### src/rtl/speck_ser_pkg.sv
package speck_ser_pkg;
    localparam int WORD_W_DEF  = 16;
    localparam int ROUNDS_DEF  = 22;
    localparam int ROT_R_DEF   = 7;
    localparam int ROT_L_DEF   = 2;

    typedef enum logic [1:0] {
        ST_IDLE   = 2'd0,
        ST_ADD    = 2'd1,
        ST_UPDATE = 2'd2
    } ctl_state_t;
endpackage

### src/rtl/speck_ser_ctrl.sv
module speck_ser_ctrl
    import speck_ser_pkg::*;
#(
    parameter int W      = WORD_W_DEF,
    parameter int ROUNDS = ROUNDS_DEF,
    localparam int BW    = $clog2(W),
    localparam int RW    = $clog2(ROUNDS)
) (
    input  logic          clk,
    input  logic          rst_n,
    input  logic          start,
    output logic [BW-1:0] bit_idx,
    output logic          load_en,
    output logic          add_en,
    output logic          upd_en,
    output logic          key_ld,
    output logic          carry_clr,
    output logic          busy,
    output logic          done
);
    ctl_state_t state_q, state_d;
    logic [RW-1:0] round_q;
    logic          last_bit;
    logic          last_round;
    logic          done_q;

    assign last_bit   = (bit_idx == BW'(W - 1));
    assign last_round = (round_q == RW'(ROUNDS - 1));

    always_comb begin
        state_d = state_q;
        unique case (state_q)
            ST_IDLE:   if (start) state_d = ST_ADD;
            ST_ADD:    if (last_bit) state_d = ST_UPDATE;
            ST_UPDATE: state_d = last_round ? ST_IDLE : ST_ADD;
            default:   state_d = ST_IDLE;
        endcase
    end

    always_ff @(posedge clk or negedge rst_n) begin
        if (!rst_n) state_q <= ST_IDLE;
        else        state_q <= state_d;
    end

    always_ff @(posedge clk or negedge rst_n) begin
        if (!rst_n) begin
            bit_idx <= '0;
            round_q <= '0;
            done_q  <= 1'b0;
        end else begin
            done_q <= 1'b0;
            unique case (state_q)
                ST_IDLE: begin
                    bit_idx <= '0;
                    if (start) round_q <= '0;
                end
                ST_ADD: bit_idx <= bit_idx + 1'b1;
                ST_UPDATE: begin
                    bit_idx <= '0;
                    if (last_round) done_q <= 1'b1;
                    else            round_q <= round_q + 1'b1;
                end
                default: bit_idx <= '0;
            endcase
        end
    end

    always_comb begin
        load_en   = (state_q == ST_IDLE) && start;
        add_en    = (state_q == ST_ADD);
        upd_en    = (state_q == ST_UPDATE);
        key_ld    = load_en || (upd_en && !last_round);
        carry_clr = load_en || upd_en;
        busy      = (state_q != ST_IDLE);
        done      = done_q;
    end
endmodule

### src/rtl/speck_ser_adder.sv
module speck_ser_adder (
    input  logic clk,
    input  logic rst_n,
    input  logic clr,
    input  logic en,
    input  logic a,
    input  logic b,
    output logic sum
);
    logic carry_q;

    assign sum = a ^ b ^ carry_q;

    always_ff @(posedge clk or negedge rst_n) begin
        if (!rst_n)   carry_q <= 1'b0;
        else if (clr) carry_q <= 1'b0;
        else if (en)  carry_q <= (a & b) | (a & carry_q) | (b & carry_q);
    end
endmodule

### src/rtl/speck_ser_datapath.sv
module speck_ser_datapath #(
    parameter int W     = 16,
    parameter int ROT_R = 7,
    parameter int ROT_L = 2,
    localparam int BW   = $clog2(W)
) (
    input  logic          clk,
    input  logic          rst_n,
    input  logic          load_en,
    input  logic          add_en,
    input  logic          upd_en,
    input  logic          key_ld,
    input  logic [2*W-1:0] pt_in,
    input  logic [W-1:0]  rkey,
    input  logic [BW-1:0] bit_idx,
    input  logic          sum_in,
    output logic          a_bit,
    output logic          b_bit,
    output logic [2*W-1:0] blk_out
);
    logic [W-1:0]  x_q, y_q, xn_q, k_q;
    logic [BW-1:0] a_idx;
    logic [W-1:0]  y_rot;

    always_comb begin
        a_idx = BW'((32'(bit_idx) + ROT_R) % W);
        a_bit = x_q[a_idx];
        b_bit = y_q[bit_idx];
        y_rot = (y_q << ROT_L) | (y_q >> (W - ROT_L));
    end

    always_ff @(posedge clk or negedge rst_n) begin
        if (!rst_n) begin
            x_q  <= '0;
            y_q  <= '0;
            xn_q <= '0;
            k_q  <= '0;
        end else begin
            if (key_ld) k_q <= rkey;
            if (load_en) begin
                x_q <= pt_in[2*W-1:W];
                y_q <= pt_in[W-1:0];
            end else if (add_en) begin
                xn_q <= {sum_in ^ k_q[bit_idx], xn_q[W-1:1]};
            end else if (upd_en) begin
                x_q <= xn_q;
                y_q <= y_rot ^ xn_q;
            end
        end
    end

    assign blk_out = {x_q, y_q};
endmodule

### src/rtl/speck_ser_core.sv
module speck_ser_core
    import speck_ser_pkg::*;
#(
    parameter int W      = WORD_W_DEF,
    parameter int ROUNDS = ROUNDS_DEF,
    parameter int ROT_R  = ROT_R_DEF,
    parameter int ROT_L  = ROT_L_DEF,
    localparam int BW    = $clog2(W)
) (
    input  logic           clk,
    input  logic           rst_n,
    input  logic           start,
    input  logic [2*W-1:0] pt_in,
    input  logic [W-1:0]   rkey,
    output logic           round_req,
    output logic           busy,
    output logic           done,
    output logic [2*W-1:0] ct_out
);
    logic [BW-1:0] bit_idx;
    logic load_en, add_en, upd_en, key_ld, carry_clr;
    logic a_bit, b_bit, sum_bit;

    speck_ser_ctrl #(.W(W), .ROUNDS(ROUNDS)) u_ctrl (
        .clk(clk), .rst_n(rst_n), .start(start), .bit_idx(bit_idx),
        .load_en(load_en), .add_en(add_en), .upd_en(upd_en),
        .key_ld(key_ld), .carry_clr(carry_clr), .busy(busy), .done(done)
    );

    speck_ser_adder u_add (
        .clk(clk), .rst_n(rst_n), .clr(carry_clr), .en(add_en),
        .a(a_bit), .b(b_bit), .sum(sum_bit)
    );

    speck_ser_datapath #(.W(W), .ROT_R(ROT_R), .ROT_L(ROT_L)) u_dp (
        .clk(clk), .rst_n(rst_n), .load_en(load_en), .add_en(add_en),
        .upd_en(upd_en), .key_ld(key_ld), .pt_in(pt_in), .rkey(rkey),
        .bit_idx(bit_idx), .sum_in(sum_bit), .a_bit(a_bit), .b_bit(b_bit),
        .blk_out(ct_out)
    );

    assign round_req = key_ld;
endmodule

### config.mk
export PLATFORM = sky130hd
export DESIGN_NAME = speck_ser_core
export DESIGN_NICKNAME = d
export VERILOG_FILES = /design/src/rtl/speck_ser_pkg.sv /design/src/rtl/speck_ser_ctrl.sv /design/src/rtl/speck_ser_adder.sv /design/src/rtl/speck_ser_datapath.sv /design/src/rtl/speck_ser_core.sv
export SDC_FILE = /design/constraint.sdc
export NUM_CORES = 1
export LEC_CHECK = 0
export BUFFER_PORTS_ARGS = -buffer_cell sky130_fd_sc_hd__buf_2
export CAP_MARGIN = 20
export CORE_MARGIN = 2
export CORE_UTILIZATION = 45
export CTS_CLUSTER_DIAMETER = 60
export DETAILED_ROUTE_END_ITERATION = 8
export PLACE_DENSITY = 0.66
export SETUP_SLACK_MARGIN = 0.02
export SYNTH_ARGS = -nofsm -noshare
export SYNTH_HDL_FRONTEND = slang
export SYNTH_SLANG_ARGS = --single-unit
### constraint.sdc
create_clock -name clk -period 3.7 [get_ports clk]
set_input_delay 0.555 -clock clk [delete_from_list [all_inputs] [get_ports clk]]
set_output_delay 0.555 -clock clk [all_outputs]
set_load 0.1 [all_outputs]
== Word-level counts from Yosys, hierarchy flattened ==
Index checks and enable logic that the tools add are counted.
Cells by class
  $add $sub $neg: 3
  magnitude comparators: 2
  eq/ne operators: 8
  multiplexer cells: 24
  bitwise gates (word level): 11
  reductions and logical operators: 14
Operators with widths (number)
  two-way mux 16 bit: 6
  OR 16 x 2 -> 16 bit: 1
  bitwise XOR 16 bit: 1
  binary-select mux 1 bit (select 4 bit): 3
  less-than comparator 4 x 5 -> 1 bit, second input constant: 2
  two-way mux 5 bit: 2
  one-hot mux 5 bit (2 select lines): 1
  two-way mux 1 bit: 8
  nonzero test 2 bit: 4
  inequality test 2 bit, second input constant: 3
  one-hot mux 2 bit (3 select lines): 1
  AND reduction 2 bit: 3
  adder 5 x 1 -> 5 bit, second input constant: 1
  == test 5 bit, second input constant: 1
  adder 4 x 1 -> 4 bit, second input constant: 1
  adder 4 x 3 -> 4 bit, second input constant: 1
  == test 4 bit, second input constant: 1
  two-way mux 2 bit: 2
  two-way mux 4 bit: 1
  bitwise AND 1 bit: 3
  AND reduction 3 bit: 1
  bitwise XOR 1 bit: 3
  == test 2 x 1 -> 1 bit, second input constant: 1
  == test 2 bit, second input constant: 1
  7 further kinds: 10
Word-level totals
  bits in registers: 77
  input bits: 51
  output and inout port bits: 35
  word-level logic and storage cells: 71

== Depth between registers and ports, before layout ==
Gate-level depths: netlist (run 1).
  depth in word-level cells: 8
  mapped depth: 8
  gate-level depth less buffers: 7

== Hierarchy ==
From an unflattened synthesis (run 1), not the netlist that was laid out.
Second synthesis, totals
  cell total of the unflattened synthesis: 367
  area, all modules: 3896.2 µm²
By module, submodules not included
  speck_ser_datapath: times used 1, cells an instance 306, area an instance 3240.6 µm², seq. area each 1601.5 µm²
  speck_ser_ctrl: times used 1, cells an instance 57, area an instance 596.8 µm², seq. area each 300.3 µm²
  speck_ser_adder: times used 1, cells an instance 4, area an instance 58.8 µm², seq. area each 25.0 µm²

== Worst setup path after synthesis (run 1) ==
Ideal clock, no wire load.
  path kind: register to register
  from: register u_ctrl.bit_idx[0]
  to: register u_dp.xn_q[15]
  library setup time: 0.134 ns
  arrival time: 2.566 ns
  required time: 3.566 ns
  slack: 1.001 ns
  stages on the path, launching flop included: 9
  path buffers: 1
  clock period less this slack: 2.699 ns
  path through: dfrtp_1 buf_2 inv_1 ha_1 mux4_2 mux4_2 fa_1 xnor2_1 o21ai_1
Between the ends
  cells in the longest elaborated chain, start to end: 6
  elaborated cells on any way between the ends: 10
  classes of those cells: add/sub (1); mux (6); bitwise (3)
Ends and longest elaborated chain
  from (decl): RTL line speck_ser_ctrl.sv:12  | output logic [BW-1:0] bit_idx,
  from (signal assigned): RTL line speck_ser_ctrl.sv:57  | ST_ADD: bit_idx <= bit_idx + 1'b1;
  adder 4 x 3 -> 4 bit: RTL line speck_ser_datapath.sv:26  | a_idx = BW'((32'(bit_idx) + ROT_R) % W);
  binary-select mux 1 bit (select 4 bit): RTL line speck_ser_datapath.sv:27  | a_bit = x_q[a_idx];
  two-way mux 1 bit (not written as such): RTL line speck_ser_datapath.sv:27
  bitwise XOR 1 bit (2 in series): RTL line speck_ser_adder.sv:12  | assign sum = a ^ b ^ carry_q;
  bitwise XOR 1 bit (*): RTL line speck_ser_datapath.sv:44  | xn_q <= {sum_in ^ k_q[bit_idx], xn_q[W-1:1]};
  to (signal assigned): RTL line speck_ser_datapath.sv:44
  to (decl): RTL line speck_ser_datapath.sv:21  | logic [W-1:0] x_q, y_q, xn_q, k_q;
Every way passes the cells marked *; elsewhere a longest branch is shown, timed or not. The select of a mux whose other input is x is not followed.
A chain may end at the register's enable or synchronous reset.

== Worst setup path in the final report (run 1) ==
  from: register u_ctrl.bit_idx[1]
  to: register u_dp.xn_q[15]
Same word-level chain as after synthesis.

==> results of run 1 <==
[per-layer routing]
metal,GRT usage,vias to the layer above
met5,0,-
met4,0.0905,0
met3,0.0376,17
met2,0.307,74
met1,0.278,1310
li1,-,1296
[per-stage QoR]
step                      cells  setup slack, ns  instance area [um2]
after global routing        517            0.704                 4610
after detailed placement    499            0.856                 4320
final                       517            0.840                 4610
after global placement      499            0.989                 4320
after CTS                   515            0.834                 4570
after floorplan             325             1.00                 3800
[cell type report]
class	count	area, um2
Inverter	6	22.5
Clock buffer	9	124
Tap cell	105	131
Timing Repair Buffer	92	503
Multi-Input combinational cell	221	1780
Fill cell	708	3610
Clock inverter	7	123
Sequential cell	77	1930
[worst max path at each step]
stage | from | end | slack, ns | depth (start not counted)
after floorplan | u_ctrl.bit_idx[0] | u_dp.xn_q[15] | 1.00 | 8
after CTS | u_ctrl.bit_idx[1] | u_dp.xn_q[15] | 0.83 | 7
after global placement | u_ctrl.bit_idx[1] | u_dp.xn_q[15] | 0.99 | 7
final | u_ctrl.bit_idx[1] | u_dp.xn_q[15] | 0.84 | 7
after detailed placement | u_ctrl.bit_idx[1] | u_dp.xn_q[15] | 0.86 | 7
after global routing | u_ctrl.bit_idx[1] | u_dp.xn_q[15] | 0.70 | 7
[state kept, by name, summed over array words and instances (netlist names)]
signal,flops
u_dp.x_q,16
u_add.carry_q,1
u_dp.k_q,16
u_dp.y_q,16
u_ctrl.bit_idx,4
u_ctrl.state_q,2
u_ctrl.done,1
u_dp.xn_q,16
u_ctrl.round_q,5
[cells in the mapped netlist]
master	n	area share
fa_1	1	0.0053
o21bai_1	1	0.0020
nor2b_1	3	0.0049
a21oi_1	16	0.021
dfrtp_1	77	0.51
nand2b_1	1	0.0016
inv_1	6	0.0059
xor2_1	6	0.014
or2_2	1	0.0016
nand2_1	36	0.036
mux4_2	7	0.041
a21oi_2	1	0.0023
nor2_1	25	0.025
nand4b_1	1	0.0023
mux2_2	31	0.092
ha_1	4	0.013
o21ai_0	35	0.046
o21ai_1	1	0.0013
mux2i_1	17	0.045
nand4_1	1	0.0016
nor3b_1	1	0.0020
clkbuf_1	16	0.016
buf_2	4	0.0053
nor3_1	1	0.0013
and3_1	2	0.0033
buf_6	1	0.0030
mux4_1	8	0.055
nand3_1	3	0.0040
xnor2_1	18	0.041
[what timing repair did]
item | in CTS | in global routing
hold endpoints to repair | 0 | 4
hold buffers | 0 | 1
setup buffers | 0 | 0
[cell families after synthesis]
family	share of synthesized area
adder cells (fa/ha/maj)	0.0184
AND/OR/NAND/NOR	0.0830
multiplexers	0.233
AO/OA/AOI/OAI	0.0728
XOR/XNOR	0.0553
buffers and inverters	0.0300
flip-flops	0.507
[worst max-delay path, stage by stage (launching register included)]
cell,delay [ns]
dfrtp_1,0.66
inv_1,0.09
ha_1,0.40
mux4_2,0.34
mux4_2,0.49
fa_1,0.53
xnor2_1,0.12
o21ai_1,0.07
==> results.md, run 1 <==
* Status: finished, final reports clean
* Nets at 463
* Slew headroom at 0.245
* Antenna Nets Post-Route at 0
* Initial Util at 0.462
* IO Pins at 86
* Initial antenna violation count at 0
* ANT cells at 0
* Synthesized instance count at 325
* Final Cycle Share at 0.773
* Layout area overhead at 21.2%
* Worst Path Required at 3.89 ns
* Clk buf depth at 2
* Vias at 2697
* Max Clk Rate at 350 MHz
* Most frequent cells in the layout: buf_2 (84), dfrtp_1 (77), nand2_1 (36)
* Clock Root Buffer: clkbuf_8
* Detailed-route DRC error count at 0
* Initial drt markers at 163
* Max Used Layer: met4
* Core Area at 0.00822 mm2
* CTS tree: done
* Critical path arrival at 3.05 ns
* Die Area at 0.00919 mm2
* Reg2reg path depth at 7
* Final Hold Viols at 0
* Post-Route M1 WL at 4020 um
* Cells on Worst Hold Path at 2
* Vias in the first global route at 2678
* CP Capture Type: flop
* Port bufs at 85
* Seq/Total Area, Yosys at 0.507
* Worst min path class: in -> reg
* Period minus WS final at 2.86 ns
* Final wirelength at 8550 um
* Terminus of the critical flop-to-flop path: u_dp.xn_q[15]
* Setup-failing EPs final at 0
* Met3 Wirelength at 333 um
* PostCTS Resize Cnt at 0
* Slew @ Worst Pin at 1.13 ns
* Synth Warn # at 0
* Yosys reg bits at 77
* Crit start category: flop
* Kind of critical path: reg -> reg
* Mapped Nets at 381
* Setup_tns at 0 ns
* Worst Skew at 0.0112 ns
* Clock-pin slew on the worst setup and hold paths at 0.09 ns
* Layout Utilization at 0.561
* Reg2Reg Setup Slack at 0.84 ns
* Post-Synthesis Cell Area at 0.00380 mm2
* Pre-antenna DRT Iters at 6
* Wirelength per Cell at 16.5 um
* Clk sinks at 77
* H-tree levels at 3
* Hold endpoint: u_dp.k_q[8]
* Remaining global-route overflow at 0
* DIE WIDTH at 95.9 um
* GPL Wtd Cong at 0.794
* Routed length on met2 at 4020 um
* Pin count of the biggest net entering global routing at 78
* Die height at 95.9 um
* Share of cells above drive strength 1 at 0.362
* CP Max Fanout at 12
* DP Wirelength at 6090 um
* Row count at 33
* MaxCap Viol Count at 0
* Hold path startpoint: rkey[8]
* Via/cell ratio at 5.22
* Max-slew violation count at 0
* Cell variety after synth at 29
* Hold slack at 0.429 ns
* Num CTS Buffers at 9
* Global Route Usage Sum at 0.200
* First-pass GRT wire length at 13700 um
* Worst skew pair latency at 0.35 ns
* R2R Path Start: u_ctrl.bit_idx[1]
* RSZ-0062 raised after global routing: false
* Most common cell after layout, fill and taps aside: buf_2
* Avg Cell Area, Syn at 11.7 um2
Power of run 1 is left out: the tool's default activity adds up to more than one toggle a clock period on the data nets, which glitch-free logic cannot reach.
==> inputs of run 2 (changes only) <==
==> constraint.sdc (replaced) <==
create_clock -name clk -period 2.81 [get_ports clk]
set_input_delay 0.4215 -clock clk [delete_from_list [all_inputs] [get_ports clk]]
set_output_delay 0.4215 -clock clk [all_outputs]
set_load 0.1 [all_outputs]
==> results.md, run 2 (synthesis results as in run 1) <==
* Status: finished, final reports clean
* Initial antenna violation count at 0
* Final Cycle Share at 0.935
* Pin count of the biggest net entering global routing at 78
* Terminus of the critical flop-to-flop path: u_dp.xn_q[15]
* Detailed-route DRC error count at 0
* Reg2reg path depth at 7
* CP Capture Type: flop
* Die Area at 0.00919 mm2
* Cells on Worst Hold Path at 2
* Hold endpoint: u_dp.k_q[2]
* Hold buffer count at cts at 0
* Share of cells above drive strength 1 at 0.365
* IO Pins at 86
* Clk sinks at 77
* Slew @ Worst Pin at 0.685 ns
* Initial Util at 0.462
* Hold path startpoint: rkey[2]
* Clock-pin slew on the worst setup and hold paths at 0.08 ns
* Setup-failing EPs final at 0
* RSZ-0062 raised after global routing: false
* DP Wirelength at 5990 um
* Layout area overhead at 20.8%
* Worst min path class: in -> reg
* Clk buf depth at 2
* Row count at 33
* Slew headroom at 0.542
* Setup_tns at 0 ns
* CP peak stage delay at 0.53 ns
* Postcts setup bufs at 0
* CTS tree: done
* Most common cell after layout, fill and taps aside: buf_2
* H-tree levels at 3
* Most used cell, CP: mux4_2
* Most frequent cells in the layout: buf_2 (83), dfrtp_1 (77), nand2_1 (36)
* Max Clk Rate at 380 MHz
* Global Route Usage Sum at 0.196
* Clock Root Buffer: clkbuf_8
* Worst skew pair latency at 0.34 ns
* Die height at 95.9 um
* Antenna Nets Post-Route at 0
* Crit-path cells: inv_1 > ha_1 > mux4_2 > mux4_2 > fa_1 > xnor2_1 > o21ai_1
* Vias in the first global route at 2750
* MaxCap Viol Count at 0
* Nets at 467
* Max-slew violation count at 0
* Vias at 2687
* PostCTS Resize Cnt at 0
* Final Hold Viols at 0
* Pre-antenna DRT Iters at 4
* Port bufs at 85
* R2R Path Start: u_ctrl.bit_idx[1]
* Crit start category: flop
* Critical path's slowest cell: fa_1
* Initial drt markers at 108
* Core Area at 0.00822 mm2
* Area of the multi-input gates at 0.00178 mm2
* Remaining global-route overflow at 0
* First-pass GRT wire length at 13700 um
* Kind of critical path: reg -> reg
* Final wirelength at 8260 um
* DIE WIDTH at 95.9 um
* Fill count at 712
* Num CTS Buffers at 9
* Reg2Reg Setup Slack at 0.18 ns
* Via/cell ratio at 5.18
* Worst Path Required at 3.02 ns
* Worst Skew at 0.0135 ns
* Period minus WS final at 2.63 ns
* Sequential cell area at 0.00193 mm2
* ANT cells at 0
* CP Max Fanout at 7
* Critical path arrival at 2.84 ns
* Wirelength per Cell at 15.9 um
* GPL Wtd Cong at 0.833
run 2: cell types whose count changed in the layout (fill, tap and decap cells not counted):
cell,delta
inv_6,-1
clkbuf_8,+1
buf_12,+1
clkinv_4,-1
clkinv_2,+1
buf_4,+4
buf_2,-1
bufinv_16,-2
run 2: worst max-delay path by stage:
stage	start	end	slack, ns	cells after the start
3_3_place_gp	u_ctrl.bit_idx[1]	u_dp.xn_q[15]	0.30	7
2_1_floorplan	u_ctrl.bit_idx[0]	u_dp.xn_q[15]	0.11	8
5_1_grt	u_ctrl.bit_idx[1]	u_dp.xn_q[15]	0.04	7
6_report	u_ctrl.bit_idx[1]	u_dp.xn_q[15]	0.18	7
4_1_cts	u_ctrl.bit_idx[1]	u_dp.xn_q[15]	0.16	7
3_5_place_dp	u_ctrl.bit_idx[1]	u_dp.xn_q[15]	0.17	7
run 2: cell type report:
class,instances,share of cell area
inverters,6,0.00490
clock buffers,10,0.0300
well taps,105,0.0286
clock inverters,4,0.0109
flip-flops and latches,77,0.420
repair buffers,96,0.119
multi-input cells,221,0.387
run 2: worst max-delay path, delay by kind of cell, from the launching register on:
family,cells,cell delay (ns)
fa+ha+maj,2,0.94
flops,1,0.47
mux,2,0.83
compound gates,1,0.07
xor+xnor,1,0.12
buf+inv,1,0.08
run 2: routing by layer:
metal	GRT usage	routed length [um]	share of wire
met1	0.267	3700	0.45
met2	0.314	4080	0.49
met3	0.0352	317	0.038
met4	0.0714	161	0.020
met5	0	0	0
run 2: stage by stage:
step	hold WS (ns)	util	setup WS, ns	area, um2	std cells
finish	0.309	0.559	0.181	4590	519
global route	0.301	0.559	0.0377	4590	519
CTS	0.269	0.554	0.161	4550	517
detailed placement	0.490	0.531	0.165	4370	503
global placement	0.481	0.531	0.303	4370	503
floorplan	0.126	-	0.111	3800	325
Power of run 2 is left out for the same reason.
==> inputs of run 3 (changes only) <==
--- a/config.mk
+++ b/config.mk
@@ -9,9 +9,10 @@
 export CAP_MARGIN = 20
 export CORE_MARGIN = 2
 export CORE_UTILIZATION = 45
-export CTS_CLUSTER_DIAMETER = 60
+export CTS_CLUSTER_DIAMETER = 100
 export DETAILED_ROUTE_END_ITERATION = 8
 export PLACE_DENSITY = 0.66
+export RECOVER_POWER = 25
 export SETUP_SLACK_MARGIN = 0.02
 export SYNTH_ARGS = -nofsm -noshare
 export SYNTH_HDL_FRONTEND = slang
==> results.md, run 3 (synthesis results as in run 1) <==
* Critical path's slowest cell: fa_1
* DP Wirelength at 5990 um
* Share of cells above drive strength 1 at 0.362
* Post-Layout Cell Count at 519
* Clk buf depth at 2
* Antenna Nets Post-Route at 0
* Die Area at 0.00919 mm2
* CP Max Fanout at 7
* Period minus WS final at 2.63 ns
* Clock-pin slew on the worst setup and hold paths at 0.08 ns
* CP Capture Type: flop
* Pin count of the biggest net entering global routing at 78
* MaxCap Viol Count at 0
* Detailed-route DRC error count at 0
* Crit start category: flop
* Initial Util at 0.462
* Port bufs at 85
* CTS tree: done
* Max-slew violation count at 0
* Initial drt markers at 108
* Kind of critical path: reg -> reg
* Setup-failing EPs final at 0
* H-tree levels at 3
* GPL Wtd Cong at 0.833
* Most common cell after layout, fill and taps aside: buf_2
* Final Cycle Share at 0.936
* Global Route Usage Sum at 0.196
* Final wirelength at 8260 um
* Vias in the first global route at 2750
* First-pass GRT wire length at 13700 um
* ANT cells at 0
* Layout Utilization at 0.556
* Worst Skew at 0.0134 ns
* Num CTS Buffers at 9
* Row count at 33
* Worst min path class: in -> reg
* Via/cell ratio at 5.20
* Layout area overhead at 20.2%
* PostCTS Resize Cnt at 0
* Initial antenna violation count at 0
* Slew @ Worst Pin at 0.961 ns
* Dpl cells at 503
* Remaining global-route overflow at 0
* Most used cell, CP: mux4_2
* Die height at 95.9 um
* DIE WIDTH at 95.9 um
* Core Area at 0.00822 mm2
* Vias at 2698
* Pre-antenna DRT Iters at 4
* Area of the multi-input gates at 0.00178 mm2
* Status: finished, final reports clean
* Crit-path cells: inv_1 > ha_1 > mux4_2 > mux4_2 > fa_1 > xnor2_1 > o21ai_1
* Final Hold Viols at 0
* Sequential cell area at 0.00193 mm2
* Clk sinks at 77
* Fill count at 714
* Clock Root Buffer: clkbuf_8
* Worst skew pair latency at 0.34 ns
* Worst Path Required at 3.02 ns
* RSZ-0062 raised after global routing: false
* IO Pins at 86
* Setup_tns at 0 ns
* Critical path arrival at 2.84 ns
* CP peak stage delay at 0.53 ns
* Slew headroom at 0.359
* Reg2Reg Setup Slack at 0.18 ns
* Most frequent cells in the layout: buf_2 (83), dfrtp_1 (77), nand2_1 (36)
* Dpl ws at 0.165 ns
* Max Clk Rate at 380 MHz
* Nets at 467
* Wirelength per Cell at 15.9 um
* Setup ws final at 0.179 ns
run 3: cell count changes in the layout (fill, tap and decap cells not counted):
cell / delta
buf_16: -1
buf_4: -1
clkbuf_1: +1
clkbuf_4: +1
run 3: final cells by class:
| class | instances | area share |
|---|---|---|
| clock buffers | 10 | 0.0301 |
| clock inverters | 4 | 0.0110 |
| inverters | 6 | 0.00493 |
| multi-input cells | 221 | 0.389 |
| flip-flops and latches | 77 | 0.422 |
| well taps | 105 | 0.0288 |
| repair buffers | 96 | 0.115 |
run 3: metal layers:
layer | share of wire | global-route usage
met5 | 0 | 0
met4 | 0.020 | 0.0714
met3 | 0.039 | 0.0352
met2 | 0.50 | 0.314
met1 | 0.45 | 0.267
run 3: final timing paths:
check                           cells past startpoint              start           endpoint
worst min register to register                      1        u_dp.k_q[4]        u_dp.k_q[4]
worst max-delay path                                7  u_ctrl.bit_idx[1]      u_dp.xn_q[15]
min in group asynchronous                           2              rst_n       u_dp.x_q[11]
worst max register to register                      7  u_ctrl.bit_idx[1]      u_dp.xn_q[15]
max in group asynchronous                           3              rst_n  u_ctrl.bit_idx[1]
worst min-delay path                                2            rkey[2]        u_dp.k_q[2]
run 3: metrics by stage:
| step | hold slack (ns) | instance area [um2] |
|---|---|---|
| 4_1_cts | 0.269 | 4550 |
| 3_5_place_dp | 0.490 | 4370 |
| 5_1_grt | 0.301 | 4570 |
| 3_3_place_gp | 0.481 | 4370 |
| 6_report | 0.309 | 4570 |
| 2_1_floorplan | 0.126 | 3800 |
run 3: what timing repair did:
action                                 4_1_cts  5_1_grt
hold buffers                                 0        1
buffers inserted                             0        0
endpoints found under the hold margin        0        7
run 3: critical path: cells and delay by family, from the launching register on:
kind	cells	cell delay, ns
fa+ha+maj	2	0.94
compound gates	1	0.07
buf+inv	1	0.08
xor+xnor	1	0.12
flops	1	0.47
mux	2	0.84
Power of run 3 is left out for the same reason.
